===== src/rtl/sdcl_pkg.sv =====
package sdcl_pkg;
  typedef enum logic [3:0] {
    CMD_DESL, CMD_NOP, CMD_BST, CMD_RD, CMD_WR,
    CMD_ACT, CMD_PRE, CMD_REF, CMD_MRS
  } cmd_e;

  typedef enum logic [2:0] {
    ST_IDLE    = 3'd0,
    ST_ACT     = 3'd1,
    ST_WREC    = 3'd2,
    ST_WREC_AP = 3'd3,
    ST_PRE     = 3'd4,
    ST_REF     = 3'd5,
    ST_MRS     = 3'd6
  } bank_st_e;

  localparam int unsigned ST_W       = 3;
  localparam int unsigned MRS_CYCLES = 2;
endpackage


===== src/rtl/sdcl_bank.sv =====
module sdcl_bank
  import sdcl_pkg::*;
#(
  parameter int unsigned CNT_W = 8
) (
  input  logic             clk_i,
  input  logic             rst_ni,
  input  logic             en_i,      // clock enable seen last cycle
  input  cmd_e             cmd_i,
  input  logic             hit_i,     // bank address selects this bank
  input  logic             a10_i,
  input  logic             accept_i,  // command judged legal
  input  logic [CNT_W-1:0] t_rcd_i,
  input  logic [CNT_W-1:0] t_dpl_i,
  input  logic [CNT_W-1:0] t_rp_i,
  input  logic [CNT_W-1:0] t_rc_i,
  output bank_st_e         state_o,
  output logic             bad_o      // illegal if this bank is addressed
);
  bank_st_e         st_q, st_d;
  logic [CNT_W-1:0] cnt_q, cnt_d;

  // a state that lasts t cycles (at least one) reloads with t-1
  function automatic logic [CNT_W-1:0] span(input logic [CNT_W-1:0] t);
    return (t == '0) ? '0 : t - 1'b1;
  endfunction

  always_comb begin
    case (cmd_i)
      CMD_RD, CMD_WR: bad_o = !((st_q == ST_ACT && cnt_q == '0) || st_q == ST_WREC);
      CMD_ACT:        bad_o = (st_q != ST_IDLE);
      CMD_PRE:        bad_o = !(st_q == ST_IDLE || st_q == ST_ACT);
      default:        bad_o = 1'b0;
    endcase
  end

  always_comb begin
    st_d  = st_q;
    cnt_d = cnt_q;
    if (en_i) begin
      if (cnt_q != '0) begin
        cnt_d = cnt_q - 1'b1;
      end else begin
        case (st_q)
          ST_WREC:    st_d = ST_ACT;
          ST_WREC_AP: begin st_d = ST_PRE; cnt_d = span(t_rp_i); end
          ST_PRE, ST_REF, ST_MRS: st_d = ST_IDLE;
          default: ;
        endcase
      end
      if (accept_i) begin
        case (cmd_i)
          CMD_ACT: if (hit_i) begin st_d = ST_ACT; cnt_d = span(t_rcd_i); end
          CMD_RD: if (hit_i) begin
            if (a10_i) begin st_d = ST_PRE; cnt_d = span(t_rp_i); end
            else       begin st_d = ST_ACT; cnt_d = '0; end
          end
          CMD_WR: if (hit_i) begin
            st_d  = a10_i ? ST_WREC_AP : ST_WREC;
            cnt_d = span(t_dpl_i);
          end
          CMD_PRE: if ((hit_i || a10_i) && st_q == ST_ACT) begin
            st_d = ST_PRE; cnt_d = span(t_rp_i);
          end
          CMD_REF: begin st_d = ST_REF; cnt_d = span(t_rc_i); end
          CMD_MRS: begin st_d = ST_MRS; cnt_d = CNT_W'(MRS_CYCLES - 1); end
          default: ;
        endcase
      end
    end
  end

  always_ff @(posedge clk_i or negedge rst_ni) begin
    if (!rst_ni) begin
      st_q  <= ST_IDLE;
      cnt_q <= '0;
    end else begin
      st_q  <= st_d;
      cnt_q <= cnt_d;
    end
  end

  assign state_o = st_q;
endmodule


===== config.mk =====
export PLATFORM = sky130hd
export DESIGN_NAME = sdcl_bank
export DESIGN_NICKNAME = d
export VERILOG_FILES = /design/src/rtl/sdcl_pkg.sv /design/src/rtl/sdcl_bank.sv
export SDC_FILE = /design/constraint.sdc
export NUM_CORES = 1
export LEC_CHECK = 0
export BUFFER_PORTS_ARGS = -buffer_cell sky130_fd_sc_hd__buf_2
export CAP_MARGIN = 20
export CORE_MARGIN = 1.5
export CORE_UTILIZATION = 32
export CTS_BUF_LIST = sky130_fd_sc_hd__clkbuf_4 sky130_fd_sc_hd__clkbuf_8
export CTS_CLUSTER_SIZE = 28
export DETAILED_ROUTE_END_ITERATION = 8
export PLACE_DENSITY_LB_ADDON = 0.08
export RECOVER_POWER = 100
export SETUP_SLACK_MARGIN = 0.5
export SYNTH_ARGS = -nofsm -noshare
export SYNTH_HDL_FRONTEND = slang
export SYNTH_SLANG_ARGS = --single-unit

===== constraint.sdc =====
create_clock -name clk_i -period 3.2 [get_ports clk_i]
set_input_delay 0.32 -clock clk_i [delete_from_list [all_inputs] [get_ports clk_i]]
set_output_delay 0.32 -clock clk_i [all_outputs]
set_load 0.02 [all_outputs]

==> results_dict.tcl, run 1 <==
set metrics [dict create \
    place_congestion 0.8884 \
    met2_length_mm 3.596 \
    r2r_start "cnt_q[1]" \
    internal_power_mw 0.4865 \
    worst_slew_pin_slew_ps 638.5 \
    critical_path.max_stage_delay_ps 520 \
    initial_core_util_pct 33.32 \
    die_h_microns 87.34 \
    r2r_cells 9 \
    leakage_nw 0.9790 \
    ant_nets 0 \
    rsz0062_at_grt "true" \
    numCtsBuffers 3 \
    synth_area_per_cell_sq_um 7.112 \
    path_class "register to primary output" \
    final_common_cell "buf_2" \
    synth_mux_area_share_pct 3.079 \
    drc_errors 0 \
    setup-tns-final_ps 0 \
    ir_drop_uv 118.9 \
    first_global_vias 2416 \
    hold-path-cell-count 2 \
    cts.sinks 11 \
    drtPass1Iterations 5 \
    hold_end "state_o[2]" \
    dp_hpwl_mm 6.175 \
    clk_latency_ps 240 \
    worstHoldStart "en_i" \
    swShare_pct 45.12 \
    cp-end-kind "primary output" \
    async_reset_ff_share_pct 100.0 \
    num_antenna_cells 0 \
    wl_met1_mm 3.836 \
    post_dp_cell_area_sq_um 2571 \
    clockBufferDepth 2 \
    rows 30 \
    crit_fanout 3 \
    hold_viol_final 0 \
    finClkSkew_ps 0.2857 \
    cts_max_level 1 \
    synth_fa_ha_area_share_pct 4.398 \
    coreArea_sq_um 6832 \
    cp.arrival_ps 2520 \
    root_buffer "clkbuf_8" \
    slew_violations 0 \
    seq_area_frac_synth_pct 12.09 \
    wl_per_cell_microns 16.97 \
    worst_ep_required_time_ps 2880 \
    max_clock_freq_mhz 352.4 \
    status "finished, final reports clean" \
    yosysTopAreaCell "dfrtp_1" \
    initialDrtViolationCount 205 \
    p_seq_share_pct 28.7 \
    power-per-cell-area_nw_per_um2 332.5 \
    layout_min_cycle_time_ps 2838 \
    num_vias 2638 \
    overflow 0 \
    die_area_sq_um 7627 \
    synthFlopType "dfrtp_1" \
    syn_area_sq_um 2276 \
    synth_compound_area_share_pct 37.38 \
    syn_to_final_growth_pct 17.15 \
    yosysWarnings 0 \
    relSlewSlack_pct 57.04 \
    die_x_microns 87.34 \
    synthCells 320 \
    layout_common_cells "buf_2 (40), a21oi_1 (34), nand2_1 (29)" \
    synth_edf_count 0 \
    hp-class "input pin to register" \
    final_nets 412 \
    reg2reg_to "cnt_q[0]" \
    wl_met3_microns 309 \
    antenna_found_initial 0 \
    clkPwrFrac_pct 16.9 \
    finalWirelength_mm 7.756 \
    synth_top_area_share_pct 12.09 \
    fill_cells 786 \
    top_layer "met4" \
    track_usage_pct 20.57 \
    crit_start "cnt_q[1]" \
    grt_first_pass_wirelength_mm 12.39 \
    final_area_sq_um 2666 \
    io_buffer_count 45 \
    ys_ff_latch 11 \
    yosys.area_share.simple_pct 33.53 \
    synth_top_family_by_area "compound AO/OA/AOI/OAI gates" \
    crit_path_top_delay_cell "or4b_1" \
    worstSetupStartpointType "register" \
    syn-num-nets 370 \
    synth-xor-area-share_pct 3.848 \
    ys_types 70 \
    synth_area_leaders "dfrtp_1 (12%), a21oi_1 (7.7%), o21ai_0 (5.3%), nand2_1 (4.8%), ha_1 (4.4%)" \
    cts_tree "done" \
    path_cells "inv_1 > ha_2 > or4b_1 > or4_4 > a21oi_2 > nor3b_1 > o21ai_0 > a21oi_1 > buf_4" \
    io_pins 46 \
    setup_viol 0 \
    timing.reg2reg.setup_slack_ps 620 \
    p_total_mw 0.8864 \
    fin_crit_sh_pct 88.68 \
    path_clk_slew_ps 50 \
    cap_violations 0 \
    vias_per_cell 5.772 \
    power_frac_comb_pct 54.3 \
    layout-drive-gt1-share_pct 21.33 \
    grt_max_degree 27 \
    switchingPower_mw 0.3999 \
]
-- critical path, delay by kind of cell, from the launching register on --
family	cells	cell delay (ps)
compound gates	3	380
fa+ha+maj	1	180
buf+inv	2	260
flops	1	370
simple gates	3	1090
-- flip-flops by register name, indices dropped and copies added (netlist names) --
register / cells
cnt_q: 8
state_o: 3
-- per-stage QoR --
| step | setup WS [ps] | instances | hold slack [ps] | util (%) |
|---|---|---|---|---|
| 6_report | 362.2 | 457 | 558.6 | 39.03 |
| 5_1_grt | 172.0 | 457 | 589.9 | 39.03 |
| 4_1_cts | 461.9 | 457 | 487.2 | 39.18 |
| 3_5_place_dp | 421.6 | 447 | 204.5 | 37.64 |
| 3_3_place_gp | 462.9 | 447 | 202.3 | 37.64 |
| 2_1_floorplan | 690.7 | 320 | 24.41 | - |
-- cells by family (layout without fill, tap and decap cells) --
logic type,after synthesis,count (layout)
and+or+nand+nor,128,128
xor gates and xnor gates,10,10
DFF,11,11
buffers and inverters,33,74
AOI/OAI and AO/OA,123,123
muxes,7,7
adders and majority gates,8,8
-- layer usage --
| metal | vias up | GRT usage [%] |
|---|---|---|
| li1 | 1316 | - |
| met1 | 1245 | 29.77 |
| met2 | 75 | 34.48 |
| met3 | 2 | 0.6635 |
| met4 | 0 | 3.030 |
| met5 | - | 0 |
-- how the worst max path moves through the flow --
| stage | endpoint | cells after the start |
|---|---|---|
| final | bad_o | 9 |
| after global routing | bad_o | 9 |
| after CTS | bad_o | 9 |
| after detailed placement | bad_o | 9 |
| after global placement | bad_o | 9 |
| after floorplan | bad_o | 9 |
-- Yosys cell counts (3+ instances only) --
library cell	number
or4b_4	3
nand2_1	29
or4_1	3
o22ai_1	4
buf_2	4
nor3b_1	7
dfrtp_1	11
nand3_1	3
nor4_1	8
a2bb2oi_1	5
and4b_1	3
or3_1	9
xnor2_1	8
ha_1	8
o21a_1	3
clkbuf_1	12
nand2b_1	3
o221a_2	3
o22a_1	4
a31oi_1	5
nor2b_1	4
a21oi_1	35
a21o_1	6
inv_1	17
nor2_1	25
mux2i_1	7
nor3_1	10
o311ai_0	3
o21ai_0	24
o31ai_1	4
-- layout make-up --
class	instances	area (sq um)	area share [%]
Multi-Input combinational cell	276	1877	70.39
Timing Repair Buffer	53	281.5	10.56
Sequential cell	11	275.3	10.32
Tap cell	96	120.1	4.505
Inverter	17	63.81	2.393
Clock buffer	4	48.80	1.830
-- timing repair --
action                                  CTS  global route
pin swaps                                 3             1
resized for setup                         5             2
endpoints found under the setup margin    1             1
buffers inserted                          5             0
endpoints found under the hold margin    11             0
hold buffers                              1             0
-- power by group through the flow --
stage	combinational, mW	clock [mW]	sequential [mW]
2_1_floorplan	0.326	0	0.227
3_3_place_gp	0.451	0	0.254
3_5_place_dp	0.446	0	0.254
4_1_cts	0.480	0.152	0.254
5_1_grt	0.531	0.161	0.265
6_report	0.482	0.150	0.255
Note: power is estimated with default switching activity, not from simulation.
==> run 2, diff against run 1 <==
--- a/config.mk
+++ b/config.mk
@@ -5,13 +5,13 @@
 export SDC_FILE = /design/constraint.sdc
 export NUM_CORES = 1
 export LEC_CHECK = 0
-export BUFFER_PORTS_ARGS = -buffer_cell sky130_fd_sc_hd__buf_2
 export CAP_MARGIN = 20
 export CORE_MARGIN = 1.5
 export CORE_UTILIZATION = 32
 export CTS_BUF_LIST = sky130_fd_sc_hd__clkbuf_4 sky130_fd_sc_hd__clkbuf_8
 export CTS_CLUSTER_SIZE = 28
 export DETAILED_ROUTE_END_ITERATION = 8
+export DONT_BUFFER_PORTS = 1
 export PLACE_DENSITY_LB_ADDON = 0.08
 export RECOVER_POWER = 100
 export SETUP_SLACK_MARGIN = 0.5
==> run 2 against run 1 <==
Utilization shrank 3.1 points. Flip-flop and latch count is the same. First-iteration DRC count grew 3.9%. Critical path depth is the same. Clock skew grew 8.2 ps. Die area is the same. Global-route usage grew 0.53 points. Worst setup slack gained 77 ps. Sequential power grew 2%. Power shrank 7.0%. Wire length grew 0.35%. Critical path type unchanged.
==> results_dict.tcl, run 2 (same netlist as run 1, synthesis figures left out) <==
set metrics [dict create \
    status "finished, final reports clean" \
    hold_viol_final 0 \
    worst_ep_required_time_ps 2880 \
    switchingPower_mw 0.3612 \
    antenna_found_initial 0 \
    num_antenna_cells 0 \
    slew_violations 0 \
    power-per-cell-area_nw_per_um2 336.0 \
    clkPwrFrac_pct 17.2 \
    internal_power_mw 0.4632 \
    hp-class "input pin to register" \
    io_buffer_count 0 \
    fin_crit_sh_pct 86.26 \
    fill_cells 805 \
    drtPass1Iterations 5 \
    worst-path-buf-inv 2 \
    path_depth 9 \
    worstSetupStartpointType "register" \
    die_h_microns 87.34 \
    grt_max_degree 27 \
    place_congestion 0.8999 \
    numCtsBuffers 3 \
    initialDrtViolationCount 213 \
    worst_slew_pin_slew_ps 660.6 \
    cp.arrival_ps 2440 \
    r2r_cells 10 \
    clk_latency_ps 240 \
    max_clock_freq_mhz 362.3 \
    clockBufferDepth 2 \
    largest_register_ffs 8 \
    crit_fanout 6 \
    layout-drive-gt1-share_pct 11.29 \
    fin_ws_ps 439.6 \
    rsz0062_at_grt "false" \
    grt_first_pass_wirelength_mm 12.74 \
    die_x_microns 87.34 \
    cp-end-kind "primary output" \
    path_class "register to primary output" \
    finClkSkew_ps 8.507 \
    crit_path_top_delay_cell "or4b_1" \
    track_usage_pct 21.09 \
    final_area_sq_um 2454 \
    coreArea_sq_um 6832 \
    largest-register "cnt_q" \
    overflow 0 \
    wl_per_cell_microns 18.75 \
    cts_max_level 1 \
    drc_errors 0 \
    io_pins 46 \
    setup_viol 0 \
    final_common_cell "a21oi_1" \
    reg2reg_to "cnt_q[1]" \
    utilization_pct 35.92 \
    hold-path-cell-count 1 \
    syn_to_final_growth_pct 7.806 \
    finalWirelength_mm 7.783 \
    cts_tree "done" \
    first_global_vias 2386 \
    finalNonFillerCells 415 \
    crit_family "simple AND/OR/NAND/NOR gates" \
    post_dp_cell_area_sq_um 2361 \
    post-place-ws_ps 636.8 \
    dp.cells 404 \
    ant_nets 0 \
    r2r_start "cnt_q[0]" \
    final_nets 370 \
    p_seq_share_pct 31.4 \
    relSlewSlack_pct 55.96 \
    cts.sinks 11 \
    leakage_nw 0.8212 \
    swShare_pct 43.81 \
    rows 30 \
    dp_hpwl_mm 6.207 \
    path_cells "inv_1 > ha_1 > or4b_1 > clkbuf_1 > nor2_4 > a21oi_1 > o22a_1 > o21ai_0 > a21oi_1" \
    crit_top_cell "a21oi_1" \
    whs_ps 161.3 \
    layout_min_cycle_time_ps 2760 \
    num_vias 2540 \
    path_clk_slew_ps 60 \
    initial_core_util_pct 33.32 \
    setup-tns-final_ps 0 \
    vias_per_cell 6.120 \
    cap_violations 0 \
    layout_common_cells "a21oi_1 (34), nand2_1 (29), nor2_1 (25)" \
    timing.reg2reg.setup_slack_ps 630 \
    critical_path.max_stage_delay_ps 490 \
    die_area_sq_um 7627 \
    hold_end "state_o[0]" \
    power_frac_comb_pct 51.5 \
    p_total_mw 0.8244 \
    worstHoldStart "en_i" \
    root_buffer "clkbuf_8" \
    ir_drop_uv 114.6 \
]
==> run 2: area by class of cell <==
cell class / instances / area, sq um / share of cell area, %
clock buffer: 3 / 41.29 / 1.683
clock inverter: 1 / 5.005 / 0.2040
inverter: 17 / 63.81 / 2.601
multi-input combinational: 276 / 1874 / 76.39
sequential: 11 / 275.3 / 11.22
tap: 96 / 120.1 / 4.895
timing repair buffer: 11 / 73.82 / 3.009
==> run 2: repair_timing <==
| item | CTS | global route |
|---|---|---|
| endpoints found under the setup margin | 1 | 1 |
| gates resized for setup | 6 | 2 |
| pin swaps | 2 | 5 |
| buffers inserted | 0 | 6 |
| hold buffers | 1 | 0 |
| endpoints found under the hold margin | 11 | 0 |
==> run 2: worst max-delay path by stage <==
stage          startpoint    end  slack (ps)
5_1_grt          cnt_q[0]  bad_o         300
3_5_place_dp     cnt_q[0]  bad_o         640
6_report         cnt_q[0]  bad_o         440
4_1_cts          cnt_q[1]  bad_o         540
2_1_floorplan    cnt_q[0]  bad_o         690
3_3_place_gp     cnt_q[0]  bad_o         670
==> run 2: power groups by stage <==
stage	clock network, mW	logic, mW	registers, mW
2_1_floorplan	0	0.326	0.227
3_3_place_gp	0	0.398	0.258
3_5_place_dp	0	0.385	0.258
4_1_cts	0.146	0.407	0.258
5_1_grt	0.156	0.474	0.270
6_report	0.142	0.424	0.259
==> run 2: layer usage <==
layer	share of wire, %	GRT usage, %	vias up
li1	-	-	1234
met1	48	31.03	1202
met2	46	32.87	96
met3	5.7	2.654	8
met4	1.1	3.896	0
met5	0	0	-
==> run 3, diff against run 2 <==
--- a/config.mk
+++ b/config.mk
@@ -7,7 +7,7 @@
 export LEC_CHECK = 0
 export CAP_MARGIN = 20
 export CORE_MARGIN = 1.5
-export CORE_UTILIZATION = 32
+export CORE_UTILIZATION = 50
 export CTS_BUF_LIST = sky130_fd_sc_hd__clkbuf_4 sky130_fd_sc_hd__clkbuf_8
 export CTS_CLUSTER_SIZE = 28
 export DETAILED_ROUTE_END_ITERATION = 8
==> run 3 against run 2 <==
Global-route usage up 6.8 points. Critical path type unchanged. Largest cell class unchanged. First-iteration DRC count up 36%. Sequential power barely moved. Combinational power shrank 4%. Largest power group unchanged. Worst setup slack lost 120 ps. Flip-flop and latch count unchanged. Power decreased by 1.5%. Final area decreased by 2.7%.
==> results_dict.tcl, run 3 (same netlist as run 1, synthesis figures left out) <==
set metrics [dict create \
    finClkSkew_ps 7.143 \
    clockBufferDepth 2 \
    status "finished, final reports clean" \
    place_congestion 0.9623 \
    wl_per_cell_microns 19.16 \
    utilization_pct 54.86 \
    crit_path_top_delay_cell "or4b_1" \
    path_class "register to primary output" \
    ir_drop_uv 151.4 \
    syn_to_final_growth_pct 4.948 \
    worst_ep_required_time_ps 2880 \
    layout_common_cells "a21oi_1 (34), nand2_1 (29), nor2_1 (25), o21ai_0 (25), inv_1 (16)" \
    hold-path-cell-count 1 \
    io_pins 46 \
    overflow 0 \
    r2r_cells 9 \
    crit_fanout 7 \
    ant_nets 0 \
    track_usage_pct 27.86 \
    final_area_sq_um 2389 \
    rows 24 \
    die_h_microns 70.47 \
    dp.cells 359 \
    final_common_cell "a21oi_1" \
    largest-register "cnt_q" \
    io_buffer_count 0 \
    slew_violations 0 \
    drtPass1Iterations 5 \
    worstSetupStartpointType "register" \
    relSlewSlack_pct 53.60 \
    clk_latency_ps 240 \
    die_area_sq_um 4965 \
    p_total_mw 0.8116 \
    cts_max_level 1 \
    rsz0062_at_grt "true" \
    drc_errors 0 \
    largest_register_ffs 8 \
    finalWirelength_mm 7.032 \
    setup-tns-final_ps 0 \
    cap_violations 0 \
    first_global_vias 2224 \
    layout-drive-gt1-share_pct 10.79 \
    dp_hpwl_mm 5.415 \
    vias_per_cell 7.033 \
    path_depth 9 \
    root_buffer "clkbuf_8" \
    path_clk_slew_ps 50 \
    num_antenna_cells 0 \
    critical_path.max_stage_delay_ps 510 \
    cts_tree "done" \
    cp.arrival_ps 2560 \
    hp-class "input pin to register" \
    die_x_microns 70.47 \
    num_vias 2581 \
    crit_family "simple AND/OR/NAND/NOR gates" \
    worst-path-buf-inv 2 \
    coreArea_sq_um 4354 \
    grt_max_degree 27 \
    power-per-cell-area_nw_per_um2 339.8 \
    fin_crit_sh_pct 89.88 \
    worst_slew_pin_slew_ps 689.6 \
    cp-end-kind "primary output" \
    cts.sinks 11 \
    max_clock_freq_mhz 347.7 \
    fill_cells 440 \
    crit_top_cell "a21oi_1" \
    setup_viol 0 \
    numCtsBuffers 3 \
    post_dp_cell_area_sq_um 2298 \
    finalNonFillerCells 367 \
    leakage_nw 0.8023 \
    multi_input_area_sq_um 1892 \
    path_cells "inv_1 > ha_4 > or4b_1 > clkbuf_1 > nor2_4 > a21oi_1 > o22a_1 > o21ai_0 > a21oi_1" \
    initial_core_util_pct 52.27 \
    hold_viol_final 0 \
    seqCellArea_sq_um 275.3 \
    grt_first_pass_wirelength_mm 11.25 \
    antenna_found_initial 0 \
    layout_min_cycle_time_ps 2876 \
    initialDrtViolationCount 289 \
    final_nets 366 \
]
[run 3: cell types whose count changed in the layout (fill, tap and decap cells not counted), sizes merged]
| cell | change |
|---|---|
| clkinv | -1 |
| buf | -4 |
| clkbuf | +1 |
[run 3: power breakdown]
group          internal (mW)  switching (mW)
clock                 0.0957          0.0497
combinational          0.182           0.223
sequential             0.181          0.0802
total                  0.459           0.353
[run 3: path summary, 6_finish.rpt]
kind	start	end	slack, ps
min in group asynchronous	rst_ni	cnt_q[7]	490
min reg2reg	cnt_q[4]	cnt_q[4]	620
max reg2reg	cnt_q[0]	cnt_q[0]	660
max in group asynchronous	rst_ni	state_o[2]	2370
max	cnt_q[0]	bad_o	320
min	en_i	state_o[2]	180
[run 3: per-layer routing]
metal	vias to the layer above	track usage, %	part of all wire (%)
met5	-	0	0
met1	1194	43.71	47
li1	1232	-	-
met2	139	37.95	41
met3	16	3.896	9.3
met4	0	9.615	2.9
[run 3: per-stage QoR]
stage,hold slack [ps],setup WS (ps)
after floorplan,24.41,690.7
after global placement,24.61,507.3
after detailed placement,24.63,454.2
after CTS,168.4,508.8
after global routing,166.9,241.6
final,180.8,323.9
[run 3: layout make-up]
cell class,instances,share of cell area [%]
tap,52,2.724
clock buffer,4,2.043
inverter,17,2.672
sequential,11,11.52
multi-input combinational,276,79.20
timing repair buffer,7,1.833
[run 3: timing repair]
action	CTS	global route
buffers inserted	1	2
endpoints found under the setup margin	1	1
pin swaps	1	4
hold buffers	1	0
hold endpoints to repair	11	0
gates resized for setup	6	2
[run 3: worst register-to-register path: stages, from the launching register on]
cell and delay (ps):
dfrtp_1 390, inv_1 140, ha_4 150, or4b_1 510, clkbuf_1 260, nor3_2 320, a21oi_1 140, o211ai_1 110
nand2_1 70, o32a_1 340
